==> src/rtl/ftc_pkg.sv <==
package ftc_pkg;
  localparam logic [7:0] LCR_KEY = 8'hBF;

  typedef enum logic [1:0] {
    TBL_A    = 2'b00,
    TBL_B    = 2'b01,
    TBL_C    = 2'b10,
    TBL_USER = 2'b11
  } tbl_sel_e;

  typedef struct packed {
    logic       dir_tx;
    logic       spare6;
    tbl_sel_e   tbl;
    logic [1:0] spare32;
    logic [1:0] hyst;
  } feat_t;
endpackage

==> src/rtl/ftc_feat_reg.sv <==
module ftc_feat_reg
  import ftc_pkg::*;
(
  input  logic        clk,
  input  logic        rst_n,
  input  logic        wr_en,
  input  logic [7:0]  wdata,
  output feat_t       feat_q
);
  always_ff @(posedge clk or negedge rst_n) begin
    if (!rst_n)     feat_q <= '0;
    else if (wr_en) feat_q <= feat_t'(wdata);
  end
endmodule

==> src/rtl/ftc_trig_bank.sv <==
module ftc_trig_bank #(
  parameter int DATA_W = 8
) (
  input  logic                       clk,
  input  logic                       rst_n,
  input  logic                       wr_en,
  input  logic                       dir_tx,
  input  logic [DATA_W-1:0]          wdata,
  output logic [1:0][DATA_W-1:0]     user_q
);
  for (genvar d = 0; d < 2; d++) begin : g_dir
    logic hit_dir;
    assign hit_dir = wr_en && (dir_tx == (d == 1));
    always_ff @(posedge clk or negedge rst_n) begin
      if (!rst_n)       user_q[d] <= '0;
      else if (hit_dir) user_q[d] <= wdata;
    end
  end
endmodule

==> src/rtl/ftc_level_sel.sv <==
module ftc_level_sel
  import ftc_pkg::*;
#(
  parameter int                DATA_W = 8,
  parameter logic [3*DATA_W-1:0] FIXED  = '0
) (
  input  tbl_sel_e             tbl,
  input  logic [DATA_W-1:0]    user_lvl,
  output logic [DATA_W-1:0]    level
);
  always_comb begin
    unique case (tbl)
      TBL_A:   level = FIXED[0*DATA_W +: DATA_W];
      TBL_B:   level = FIXED[1*DATA_W +: DATA_W];
      TBL_C:   level = FIXED[2*DATA_W +: DATA_W];
      default: level = user_lvl;
    endcase
  end
endmodule

==> src/rtl/ftc_thresh.sv <==
module ftc_thresh #(
  parameter int DATA_W  = 8,
  parameter int CNT_W   = 8,
  parameter bit AT_HIGH = 1'b1
) (
  input  logic [CNT_W-1:0]  count,
  input  logic [DATA_W-1:0] level,
  output logic              hit
);
  localparam int CMP_W = (CNT_W > DATA_W) ? CNT_W : DATA_W;
  logic [CMP_W-1:0] c_ext, l_ext;
  assign c_ext = CMP_W'(count);
  assign l_ext = CMP_W'(level);

  if (AT_HIGH) begin : g_high
    assign hit = (c_ext >= l_ext);
  end else begin : g_low
    assign hit = (c_ext <= l_ext);
  end
endmodule

==> src/rtl/fifo_trig_port.sv <==
module fifo_trig_port
  import ftc_pkg::*;
#(
  parameter int                 DEPTH     = 128,
  parameter int                 DATA_W    = 8,
  parameter int                 ADDR_W    = 3,
  parameter logic [ADDR_W-1:0]  TRIG_ADDR = 3'd0,
  parameter logic [ADDR_W-1:0]  FEAT_ADDR = 3'd1,
  parameter logic [3*DATA_W-1:0] RX_FIXED = {8'd56, 8'd16, 8'd8},
  parameter logic [3*DATA_W-1:0] TX_FIXED = {8'd32, 8'd16, 8'd8},
  localparam int                CNT_W     = $clog2(DEPTH + 1)
) (
  input  logic               clk,
  input  logic               rst_n,
  input  logic               bus_wr,
  input  logic [ADDR_W-1:0]  bus_addr,
  input  logic [DATA_W-1:0]  bus_wdata,
  output logic [DATA_W-1:0]  bus_rdata,
  input  logic [7:0]         lcr_val,
  input  logic [CNT_W-1:0]   rx_count,
  input  logic [CNT_W-1:0]   tx_count,
  output logic [DATA_W-1:0]  rx_level,
  output logic [DATA_W-1:0]  tx_level,
  output logic               rx_hit,
  output logic               tx_hit,
  output logic [1:0]         rts_hyst
);
  logic unlocked, trig_sel, feat_sel;
  assign unlocked = (lcr_val == LCR_KEY);
  assign trig_sel = unlocked && (bus_addr == TRIG_ADDR);
  assign feat_sel = unlocked && (bus_addr == FEAT_ADDR);

  feat_t feat_q;
  logic [1:0][DATA_W-1:0] user_q;

  ftc_feat_reg u_feat (
    .clk   (clk),
    .rst_n (rst_n),
    .wr_en (bus_wr && feat_sel),
    .wdata (bus_wdata[7:0]),
    .feat_q(feat_q)
  );

  ftc_trig_bank #(.DATA_W(DATA_W)) u_bank (
    .clk   (clk),
    .rst_n (rst_n),
    .wr_en (bus_wr && trig_sel),
    .dir_tx(feat_q.dir_tx),
    .wdata (bus_wdata),
    .user_q(user_q)
  );

  ftc_level_sel #(.DATA_W(DATA_W), .FIXED(RX_FIXED)) u_rx_sel (
    .tbl(feat_q.tbl), .user_lvl(user_q[0]), .level(rx_level)
  );
  ftc_level_sel #(.DATA_W(DATA_W), .FIXED(TX_FIXED)) u_tx_sel (
    .tbl(feat_q.tbl), .user_lvl(user_q[1]), .level(tx_level)
  );

  ftc_thresh #(.DATA_W(DATA_W), .CNT_W(CNT_W), .AT_HIGH(1'b1)) u_rx_cmp (
    .count(rx_count), .level(rx_level), .hit(rx_hit)
  );
  ftc_thresh #(.DATA_W(DATA_W), .CNT_W(CNT_W), .AT_HIGH(1'b0)) u_tx_cmp (
    .count(tx_count), .level(tx_level), .hit(tx_hit)
  );

  assign rts_hyst = feat_q.hyst;

  logic [CNT_W-1:0] sel_count;
  assign sel_count = feat_q.dir_tx ? tx_count : rx_count;

  always_comb begin
    bus_rdata = '0;
    if (trig_sel)      bus_rdata = DATA_W'(sel_count);
    else if (feat_sel) bus_rdata = DATA_W'(feat_q);
  end
endmodule

==> config.mk <==
export PLATFORM = sky130hd
export DESIGN_NAME = fifo_trig_port
export DESIGN_NICKNAME = d
export VERILOG_FILES = /design/src/rtl/ftc_pkg.sv /design/src/rtl/ftc_feat_reg.sv /design/src/rtl/ftc_trig_bank.sv /design/src/rtl/ftc_level_sel.sv /design/src/rtl/ftc_thresh.sv /design/src/rtl/fifo_trig_port.sv
export SDC_FILE = /design/constraint.sdc
export NUM_CORES = 1
export LEC_CHECK = 0
export BUFFER_PORTS_ARGS = -buffer_cell sky130_fd_sc_hd__buf_2
export CORE_MARGIN = 2
export CORE_UTILIZATION = 30
export DETAILED_ROUTE_END_ITERATION = 16
export PLACE_DENSITY = 0.65
export SLEW_MARGIN = 20
export SYNTH_ARGS = -nofsm -noshare
export SYNTH_HDL_FRONTEND = slang
export SYNTH_SLANG_ARGS = --single-unit
==> constraint.sdc <==
create_clock -name clk -period 4 [get_ports clk]
set_clock_uncertainty 0.1 [all_clocks]
set_input_delay 0.2 -clock clk [delete_from_list [all_inputs] [get_ports clk]]
set_output_delay 0.2 -clock clk [all_outputs]
set_load 0.02 [all_outputs]
# == Word level (Yosys, flattened, before mapping) ==
# Index checks and enable logic that the tools add are counted.
# word_totals
ff_bits,24
wordCells,27
out_inout_bits,28
# classes
bitwise_logic,1
reduce_logical,8
n_eq_ne,4
n_lt_le_gt_ge,2
muxes,5
# ops
cell,n
8-bit case mux with 3 select lines,2
8-bit two-way mux,3
8-bit == test (second input constant),1
8-bit >= comparator,1
8-bit less-or-equal comparator,1
1-bit logical AND,6
3-bit by 1-bit == test with 1-bit output (second input constant),1
3-bit logical NOT,1
2-bit by 1-bit == test with 1-bit output (second input constant),1
2-bit == test (second input constant),1
2-bit logical NOT,1
1-bit inverter,1

# == Longest topological paths before layout ==
# Gate-level depths: netlist (run 1).
# depth
ltp_word,4
mapped_depth,10
ltp_nobuf,10

# == Hierarchy ==
# Synthesis (run 1) repeated with hierarchy kept, for this count alone.
# unflattened
hier_cells,164
hier_area_um2,1839.3
# by_module_without_submodules
module,seq_area_each_um2,instances,area_per_inst_um2,cells_per_inst
ftc_trig_bank,400.4,1,641.9,35
ftc_feat_reg,200.2,1,331.6,17
fifo_trig_port,0.0,1,276.5,33
ftc_thresh at u_rx_cmp,0.0,1,197.7,25
ftc_thresh at u_tx_cmp,0.0,1,196.4,27
ftc_level_sel at u_rx_sel,0.0,1,131.4,16
ftc_level_sel at u_tx_sel,0.0,1,63.8,11

# == Least setup slack after synthesis (run 1) ==
# No wires, ideal clock.
# synth_timing
kind,register to output
start,"register, netlist name u_feat.feat_q[4]"
end,output port rx_hit
n_path_buf,1
path_stages_with_launch,11
slack_ps,1545
required_ps,3700
t_arrival_ps,2155
path_cell_list,dfrtp_1 > ha_1 > clkbuf_1 > nand2b_1 > nand2_1 > inv_1 > ha_1 > nand2_1 > nor2_1 > o21ai_0 > o21ai_0
# synth_via
elab_chain_cells,3
# synth_rtl
element,line_no,rtl
2-bit == test (tied with other cells),ftc_level_sel.sv:12,unique case (tbl)
8-bit case mux with 3 select lines *,ftc_level_sel.sv:12,
net rx_level[5],fifo_trig_port.sv:22,"output logic [DATA_W-1:0] rx_level,"
8-bit >= comparator *,ftc_thresh.sv:16,assign hit = (c_ext >= l_ext);
end: declaration,fifo_trig_port.sv:24,"output logic rx_hit,"
# The timed path passes the listed nets; every way through them passes the cells marked *.

# == Final worst setup path (run 1) ==
# layout_timing
start,"register, netlist name u_feat.feat_q[5]"
end,output port rx_hit
# layout_via
elab_chain_cells,3
# layout_rtl
element,line_no
2-bit == test (tied with other cells),ftc_level_sel.sv:12
8-bit case mux with 3 select lines *,ftc_level_sel.sv:12
8-bit >= comparator *,ftc_thresh.sv:16
# Mark *: on every way between the ends. The rest lies on a longest branch, timed or not.

==> qor.csv, run 1 <==
metric;value;unit
path_max_fanout;10;
postSynthCellCount;179;
synthesis.nets;239;
gp_congestion;0.843;
postCtsSetupBuffers;0;
vias;1454;
worstSetupStartpointType;flip-flop;
internal-power;362;uW
drc_errors;0;
cp.required;3.70;ns
drt_wl_total;4630;um
clock_latency;0.26;ns
worst_pin_slew;0.556;ns
crit_arrival;2.39;ns
switching_share;25.1;%
die-area;6550;um2
start_util;30.6;%
met1_usage;20.3;%
async_reset_ff_share;100;%
crit_slowest_cell;dfrtp_1;
antenna_found_initial;0;
drt_first_iter_violations;25;
dp.cells;312;
fin_crit_sh;67.2;%
pwr-share-seq;50.6;%
fin_ws;1.31;ns
grt_pass1_vias;1449;
grt-ovfl-total;0;
grt_use_met2;24.6;%
cts-root-buf;clkbuf_8;
grt_usage;14.8;%
clkPwrFrac;34.6;%
fin_area;2220;um2
vdd_ir_drop_max;0.000134;V
status;complete, no violations;
viasPerCell;4.59;
slew_headroom;62.9;%
end_kind;output pin;
clock-sinks;24;
layout-drive-gt1-share;41.3;%
numCtsBuffers;3;
firstDrtPassIters;4;
cts.htree.levels;1;
post-route-min-period;2.69;ns
comb_power_share;14.7;%
synth-seq-area-share;33.8;%
yosysWarnings;0;
crit_top_cell;ha_1;
fin_tns_setup;0;ns
crit_type;reg2out;
io_pins;66;
ant_nets;0;
top_usage_layer;met2;
areaGrowthSynthToFinish;24.9;%
leakage;0.00125;uW
cap_violations;0;
post_cts_resized;0;
finalHoldViolCount;0;
final_cells;317;
die_w;81.0;um
wl_per_cell;14.6;um
port_buffers;65;
clk_pin_slew;0.09;ns
hold_buffers;1;
nFillCells;636;
synth-edff-count;0;
final_cell_mix;65 x buf_2, 24 x mux2_2, 24 x dfrtp_1;
grt_use_met3;2.33;%
hpwl;3750;um
diodes;0;
fmax;372;MHz
slew_violations;0;
cp_cell_sequence;ha_1 > and2_1 > ha_1 > nand2b_1 > a21o_1 > a211oi_1 > o21ai_0 > buf_2;
synth.distinct_cells;29;
p_sw;121;uW
yosys_most_used_dff;dfrtp_1;
clockBufferDepth;2;
fin_nets;303;
dp_slack;1.62;ns
grt_max_degree;25;
cp_top_family;adder cells;
core;5820;um2
crit_buf_inv;1;
p_per_area;218;nW/um2
setup_viol_count_final;0;
rows;28;
cp_slowest_stage_delay;0.44;ns
grt_pass1_wl;7380;um
synth-seq-cells;24;
avgSynthCellArea;9.93;um2
die_h;81.0;um
syn_area;1780;um2
mostFrequentLayoutCell;buf_2;
grt_setup_unrepaired;no;
cts_tree;built;
hp-class;in2reg;
place_area;2150;um2
path summary, 6_finish.rpt:
check                            startpoint                end  slack (ns)  cells after the start
max in group asynchronous             rst_n  u_bank.user_q[15]        3.08                      2
max                        u_feat.feat_q[5]             rx_hit        1.31                      8
min                            bus_wdata[3]   u_bank.user_q[3]        0.09                      2
min reg2reg                u_bank.user_q[9]   u_bank.user_q[9]        0.41                      1
max reg2reg                u_feat.feat_q[7]  u_bank.user_q[11]        2.15                      4
min in group asynchronous             rst_n  u_bank.user_q[10]        0.35                      2
kinds of logic after synthesis:
kind of cell    synth area share, %
buf+inv                        6.20
mux                            19.7
simple gates                   16.4
compound gates                 8.38
fa+ha+maj                      15.5
flops                          33.8
per-layer routing:
| layer | vias to the layer above | part of all wire, % |
|---|---|---|
| li1 | 742 | - |
| met1 | 664 | 46 |
| met3 | 4 | 7.0 |
| met2 | 44 | 46 |
| met4 | 0 | 0.97 |
| met5 | - | 0 |
layout make-up:
class	count	area, um2	area share (%)
multi-input cells	130	1070	48.1
flip-flops and latches	24	601	27.1
repair buffers	66	335	15.1
well taps	75	93.8	4.23
inverters	18	67.6	3.05
clock buffers	4	55.1	2.48
synthesized netlist by cell type, drive strengths merged, types with 2 or more instances:
master / instances / area [um2]
nand3: 2 / 35.0
dfrtp: 24 / 601
buf: 4 / 31.3
mux2i: 8 / 80.1
o21ai: 4 / 20.0
clkbuf: 3 / 11.3
ha: 22 / 275
mux2: 24 / 270
nor2: 17 / 87.6
and2: 2 / 12.5
a211oi: 6 / 45.0
inv: 18 / 67.6
nand2: 19 / 71.3
nand2b: 2 / 12.5
nor2b: 3 / 18.8
nand4: 3 / 25.0
a21oi: 11 / 55.1
state kept, by name, summed over array words and instances (netlist names):
| register | count |
|---|---|
| u_feat.feat_q | 8 |
| u_bank.user_q | 16 |
power groups by stage:
stage	Sequential [uW]	Combinational, uW	Clock, uW
floorplan	249	33.7	0
global placement	250	69.7	0
detailed placement	250	70.7	0
CTS	245	72.1	170
global route	245	81.3	175
finish	245	71.3	167
through the flow:
stage          total power [uW]  utilization [%]  hold WS [ns]
2_1_floorplan               283                -        -0.196
3_3_place_gp                319             37.0         0.118
3_5_place_dp                320             37.0         0.121
4_1_cts                     487             38.1        0.0930
5_1_grt                     502             38.1        0.0924
6_report                    484             38.1        0.0905
Note: power is estimated with default switching activity, not from simulation.
==> inputs of run 2 (changes only) <==
--- a/config.mk
+++ b/config.mk
@@ -5,11 +5,12 @@
 export SDC_FILE = /design/constraint.sdc
 export NUM_CORES = 1
 export LEC_CHECK = 0
+export ABC_AREA = 1
 export BUFFER_PORTS_ARGS = -buffer_cell sky130_fd_sc_hd__buf_2
 export CORE_MARGIN = 2
 export CORE_UTILIZATION = 30
 export DETAILED_ROUTE_END_ITERATION = 16
-export PLACE_DENSITY = 0.65
+export PLACE_DENSITY = 0.66
 export SLEW_MARGIN = 20
 export SYNTH_ARGS = -nofsm -noshare
 export SYNTH_HDL_FRONTEND = slang
==> constraint.sdc (replaced) <==
create_clock -name clk -period 2.4 [get_ports clk]
set_clock_uncertainty 0.1 [all_clocks]
set_input_delay 0.12 -clock clk [delete_from_list [all_inputs] [get_ports clk]]
set_output_delay 0.12 -clock clk [all_outputs]
set_load 0.02 [all_outputs]
==> run 2 against run 1 <==
The run now ends with negative hold slack left. Area after synthesis grew 9.7%. Utilization grew 2.5 points. Combinational power grew 150%. Critical path depth grew 3. Worst setup slack lost 1.3 ns. Register-to-register slack lost 1.4 ns. Sequential share of layout area shrank 3.5 points. Synthesized cell count grew 50%. Largest power group unchanged. Hold slack lost 0.091 ns. Global-route usage shrank 0.28 points. Largest cell class unchanged. First-iteration DRC count grew to 3.4 times the previous value. Highest routed layer unchanged. Die area grew 9.2%.
==> qor.csv, run 2 <==
metric;value;unit;change
leakage;0.00151;uW;+21%
largest_register_ffs;16;;unchanged
synth_common_cells;96 x nand2_1, 41 x inv_1, 24 x dfrtp_1, 22 x ha_1, 22 x o21ai_0;;
violations;negative hold slack;;
place_area;2270;um2;+5.6%
numCtsBuffers;3;;unchanged
viasPerCell;4.69;;+2.2%
die_w;84.6;um;+4.5%
status;complete, but fails checks;;
die_h;84.6;um;+4.5%
synth-seq-cells;24;;unchanged
avgSynthCellArea;7.25;um2;-27%
grt_usage;14.5;%;-0.28 points
post-route-min-period;2.35;ns;
io_pins;66;;unchanged
async_reset_ff_share;100;%;unchanged
synth_fa_ha_area_share;14.1;%;-1.4 points
vias;1950;;+34%
grt_pass1_vias;1840;;+27%
regMostFlops;u_bank.user_q;;
end_kind;output pin;;
synth_top_area_share;30.8;%;-3.0 points
synth_top_family_by_area;simple AND/OR/NAND/NOR gates;;
synth_area_leaders;dfrtp_1 31%, nand2_1 18%, ha_1 14%;;
min_from;bus_wdata[6];;
synthMuxAreaShare;0;%;-20 points
diodes;0;;unchanged
r2r_start;u_feat.feat_q[7];;
wl_per_cell;13.3;um;-9.1%
areaGrowthSynthToFinish;31.5;%;
synth_xor_area_share;0;%;unchanged
synthesis.nets;329;;+38%
yosys_most_used_dff;dfrtp_1;;
slew_violations;0;;unchanged
fin_area;2560;um2;+16%
routed.top_layer;met4;;
path_max_fanout;5;;-5
worst_pin_slew;0.545;ns;-0.0109 ns
finalHoldViolCount;1;;+1
worstSetupStartpointType;flip-flop;;
synth-seq-area-share;30.8;%;-3.0 points
yosysMostFrequentCell;nand2_1;;
crit_arrival;2.13;ns;-0.26 ns
drc_errors;0;;unchanged
largestRegisters;u_bank.user_q x16, u_feat.feat_q x8;;
drt_first_iter_violations;86;;+240%
clock-sinks;24;;unchanged
nFillCells;694;;+9.1%
vdd_ir_drop_max;0.000176;V;+31%
hpwl;4250;um;+13%
synth_top_area_cell;dfrtp_1;;
grt_max_degree;25;;unchanged
fin_util;40.6;%;+2.5 points
synth-edff-count;0;;unchanged
cts.htree.levels;1;;unchanged
grt-ovfl-total;0;;unchanged
hp-class;in2reg;;
die-area;7160;um2;+9.2%
p_per_area;368;nW/um2;+69%
clk_pin_slew;0.09;ns;about the same
clock_latency;0.26;ns;about the same
antenna_found_initial;0;;unchanged
ant_nets;0;;unchanged
grt_pass1_wl;8560;um;+16%
layout-drive-gt1-share;33.0;%;-8.3 points
fmax;425;MHz;
cp.required;2.18;ns;-1.52 ns
crit_type;reg2out;;
firstDrtPassIters;4;;unchanged
syn_area;1950;um2;+9.7%
route.met3.wl;252;um;-22%
core;6310;um2;+8.6%
met2_length;2580;um;+22%
drt_wl_total;5520;um;+19%
start_util;30.9;%;+0.33 points
whs;-0.000769;ns;-0.0912 ns
cp-startpoint;u_feat.feat_q[4];;
setup_viol_count_final;0;;unchanged
slew_headroom;63.4;%;+0.50 points
synthSimpleGateAreaFrac;32.5;%;+16 points
synth.distinct_cells;25;;-14%
cts-root-buf;clkbuf_8;;
met1Wirelength;2670;um;+24%
seqCellArea;603;um2;+0.42%
fin_tns_setup;0;ns;unchanged
clockBufferDepth;2;;unchanged
mostFrequentLayoutCell;nand2_1;;
postSynthCellCount;269;;+50%
cap_violations;0;;unchanged
cts_tree;built;;
rows;29;;+3.6%
fin_crit_sh;98.1;%;
synth_compound_area_share;9.05;%;+0.67 points
yosysWarnings;0;;unchanged
final_cell_mix;96 x nand2_1, 63 x buf_2, 37 x inv_1;;
fin_nets;400;;+32%
multi_input_area;1190;um2;+11%
gp_congestion;0.813;;-3.6%
port_buffers;65;;unchanged
## run 2: path summary, 6_finish.rpt
path | end | slack (ns) | cells after the start
worst max-delay path | tx_hit | 0.05 | 11
worst min-delay path | u_feat.feat_q[6] | -0.0008 | 3
worst max register to register | u_bank.user_q[6] | 0.75 | 4
worst min register to register | u_bank.user_q[12] | 0.39 | 2
max in group asynchronous | u_feat.feat_q[4] | 1.54 | 2
min in group asynchronous | u_feat.feat_q[3] | 0.26 | 2
## run 2: where the power goes
| group | switching [uW] | internal [uW] |
|---|---|---|
| combinational | 101 | 76.0 |
| clock | 134 | 223 |
| sequential | 2.47 | 407 |
| total | 238 | 706 |
## run 2: cell type report
type / instances / share of cell area [%]
clock buffer: 3 / 1.61
clock inverter: 1 / 1.17
inverter: 42 / 6.34
multi-input combinational: 192 / 46.3
sequential: 24 / 23.5
tap: 77 / 3.76
timing repair buffer: 77 / 17.3
## run 2: cells by family (layout without fill, tap and decap cells)
kind of cell	after synthesis	after routing
compound gates	33	33
flops	24	24
simple gates	137	137
buf+inv	53	123
fa+ha+maj	22	22
## run 2: routing by layer
layer	global-route usage (%)	vias to the layer above
met3	2.16	2
met2	23.9	47
li1	-	996
met4	3.03	0
met1	20.3	905
met5	0	-
## run 2: metrics by stage
step | instances | setup slack [ns] | power (uW) | hold WS [ns]
floorplan | 269 | 0.513 | 496 | -0.276
global route | 416 | -0.0743 | 985 | 0.0183
CTS | 412 | 0.00288 | 927 | 0.000776
detailed placement | 401 | 0.246 | 565 | 0.0416
finish | 416 | 0.0458 | 944 | -0.000769
global placement | 401 | 0.310 | 562 | 0.0387
## run 2: timing repair
action,CTS,global route
hold endpoints to repair,29,0
resized for setup,5,35
endpoints found under the setup margin,2,2
hold buffers,6,0
buffers inserted,1,4
pin swaps,1,12
## run 2: worst max-delay path: stages (launching register included)
cell     delay (ns)
dfrtp_2        0.48
ha_4           0.21
nor2_1         0.13
inv_1          0.09
o21ai_2        0.10
ha_4           0.24
a21oi_2        0.14
nor2_2         0.06
nor3_2         0.15
nand2_1        0.07
nand2_1        0.08
buf_6          0.12
==> inputs of run 3 (changes only) <==
--- a/config.mk
+++ b/config.mk
@@ -6,11 +6,12 @@
 export NUM_CORES = 1
 export LEC_CHECK = 0
 export ABC_AREA = 1
-export BUFFER_PORTS_ARGS = -buffer_cell sky130_fd_sc_hd__buf_2
 export CORE_MARGIN = 2
 export CORE_UTILIZATION = 30
 export DETAILED_ROUTE_END_ITERATION = 16
-export PLACE_DENSITY = 0.66
+export DONT_BUFFER_PORTS = 1
+export PLACE_DENSITY = 0.57
+export SETUP_SLACK_MARGIN = 0.3
 export SLEW_MARGIN = 20
 export SYNTH_ARGS = -nofsm -noshare
 export SYNTH_HDL_FRONTEND = slang
==> run 3 against run 2 <==
The flow now finishes without violations. Flip-flop and latch count unchanged. Cell count decreased by 14%. First-iteration DRC count decreased by 37%. Hold slack improved by 0.11 ns. Largest cell class unchanged. Utilization decreased by 4.0 points. Sequential power about the same. Non-clock buffer count decreased by 57. Die area unchanged. Maximum frequency increased by 7.5%. Critical path type unchanged.
==> qor.csv, run 3 (synthesized netlist as in run 2, its figures left out) <==
metric;value;unit;change
die_w;84.6;um;unchanged
regMostFlops;u_bank.user_q;;
numCtsBuffers;3;;unchanged
areaGrowthSynthToFinish;18.5;%;
die-area;7160;um2;unchanged
largestRegisters;u_bank.user_q x16, u_feat.feat_q x8;;
nFillCells;681;;-1.9%
core;6310;um2;unchanged
crit_slowest_cell;dfrtp_2;;
cap_violations;0;;unchanged
largest_register_ffs;16;;unchanged
clock_latency;0.25;ns;about the same
cp_cell_sequence;inv_2 > ha_1 > nor2_1 > inv_1 > o21ai_1 > ha_1 > a21oi_1 > o21a_1 > nand3_4;;
vdd_ir_drop_max;0.000167;V;-4.7%
grt_usage;14.3;%;-0.20 points
die_h;84.6;um;unchanged
dp.cells;337;;-16%
fin_crit_sh;91.2;%;-6.9 points
min_from;bus_wr;;
vias;1746;;-10%
cts.htree.levels;1;;unchanged
grt_pass1_vias;1661;;-9.7%
hold_depth;3;;unchanged
fin_tns_setup;0;ns;unchanged
r2r_start;u_feat.feat_q[7];;
p_per_area;339;nW/um2;-7.9%
final_cell_mix;95 x nand2_1, 37 x inv_1, 22 x dfrtp_1;;
clock-sinks;24;;unchanged
final_cells;358;;-14%
post-route-min-period;2.19;ns;-0.165 ns
cts-root-buf;clkbuf_8;;
end_kind;output pin;;
port_buffers;0;;-100%
cts_tree;built;;
cp.required;2.18;ns;about the same
grt_pass1_wl;8290;um;-3.1%
antenna_found_initial;0;;unchanged
status;complete, no violations;;
fin_nets;343;;-14%
clk_pin_slew;0.08;ns;about the same
drt_wl_total;5160;um;-6.6%
rows;29;;unchanged
fmax;457;MHz;+7.5%
clockBufferDepth;2;;unchanged
drt_first_iter_violations;54;;-37%
firstDrtPassIters;4;;unchanged
wl_per_cell;14.4;um;+8.6%
mostFrequentLayoutCell;nand2_1;;
start_util;30.9;%;unchanged
cp-startpoint;u_feat.feat_q[4];;
slew_violations;0;;unchanged
path_max_fanout;5;;unchanged
grt_max_degree;25;;unchanged
ant_nets;0;;unchanged
crit_type;reg2out;;
setup_viol_count_final;0;;unchanged
worstSetupStartpointType;flip-flop;;
hp-class;in2reg;;
diodes;0;;unchanged
worst_pin_slew;0.707;ns;+0.162 ns
finalHoldViolCount;0;;-1
leakage;0.00125;uW;-18%
layout-drive-gt1-share;18.5;%;-15 points
gp_congestion;0.916;;+13%
crit_top_cell;ha_1;;
hpwl;3950;um;-7.2%
viasPerCell;4.88;;+4.0%
crit_arrival;1.97;ns;-0.16 ns
rr_worst_depth;4;;unchanged
drc_errors;0;;unchanged
slew_headroom;52.4;%;-11 points
io_pins;66;;unchanged
cp_slowest_stage_delay;0.42;ns;-0.06 ns
grt_setup_unrepaired;yes;;
grt-ovfl-total;0;;unchanged
## run 3: cell types whose count changed in the layout (fill, tap and decap cells not counted), moves of 2 or more
cell           previous run  this run
o21ai_2                   7         5
buf_2                    63         0
buf_6                     2         0
dlygate4sd3_1             6        10
inv_4                     2         0
a21oi_1                   6         4
a21oi_2                   1         3
buf_4                     6         9
## run 3: final cells by class
type / count / area (um2) / area share [%]
Timing Repair Buffer: 20 / 188 / 8.12
Sequential cell: 24 / 603 / 26.1
Inverter: 42 / 166 / 7.20
Multi-Input combinational cell: 192 / 1220 / 52.6
Clock buffer: 3 / 41.3 / 1.79
Tap cell: 77 / 96.3 / 4.17
## run 3: what timing repair did
| action | in CTS | in global routing |
|---|---|---|
| endpoints found under the hold margin | 48 | 0 |
| setup buffers | 2 | 5 |
| gates resized for setup | 19 | 22 |
| endpoints found under the setup margin | 2 | 3 |
| pin swaps | 4 | 17 |
| hold buffers | 11 | 0 |
## run 3: final timing paths
| check | slack [ns] | endpoint |
|---|---|---|
| setup / recovery | 0.21 | rx_hit |
| hold / removal | 0.11 | u_feat.feat_q[3] |
| setup reg to reg | 0.91 | u_bank.user_q[6] |
| hold reg to reg | 0.38 | u_bank.user_q[14] |
| max in group asynchronous | 1.86 | u_feat.feat_q[4] |
| min in group asynchronous | 0.19 | u_feat.feat_q[5] |
## run 3: power breakdown
group / internal [uW] / total, uW / switching, uW / leakage (uW)
sequential: 407 / 410 / 3.12 / 0.000293
clock: 112 / 229 / 118 / 0.0000216
combinational: 58.8 / 144 / 85.0 / 0.000930
## run 3: routing by layer
layer / vias up / part of all wire [%] / global-route usage, %
met4: 0 / 1.6 / 3.75
met2: 54 / 43 / 21.8
li1: 890 / - / -
met3: 8 / 7.6 / 4.03
met5: - / 0 / 0
met1: 794 / 48 / 20.1
## run 3: worst max-delay path, delay by kind of cell, from the launching register on
family                     cells  cell delay [ns]
and+or+nand+nor                2             0.22
adders and majority gates      2             0.48
AOI/OAI and AO/OA              3             0.45
DFF                            1             0.42
buffers and inverters          2             0.14
## run 3: stage by stage
step           cell area (um2)  util, %  setup slack, ns  total power (uW)  hold slack, ns
2_1_floorplan             1950        -            0.513               496          -0.276
3_3_place_gp              1960     31.0            0.263               503          -0.275
3_5_place_dp              1960     31.0            0.240               504          -0.275
4_1_cts                   2190     34.6            0.161               777           0.112
5_1_grt                   2310     36.6           0.0850               827           0.129
6_report                  2310     36.6            0.210               783           0.112
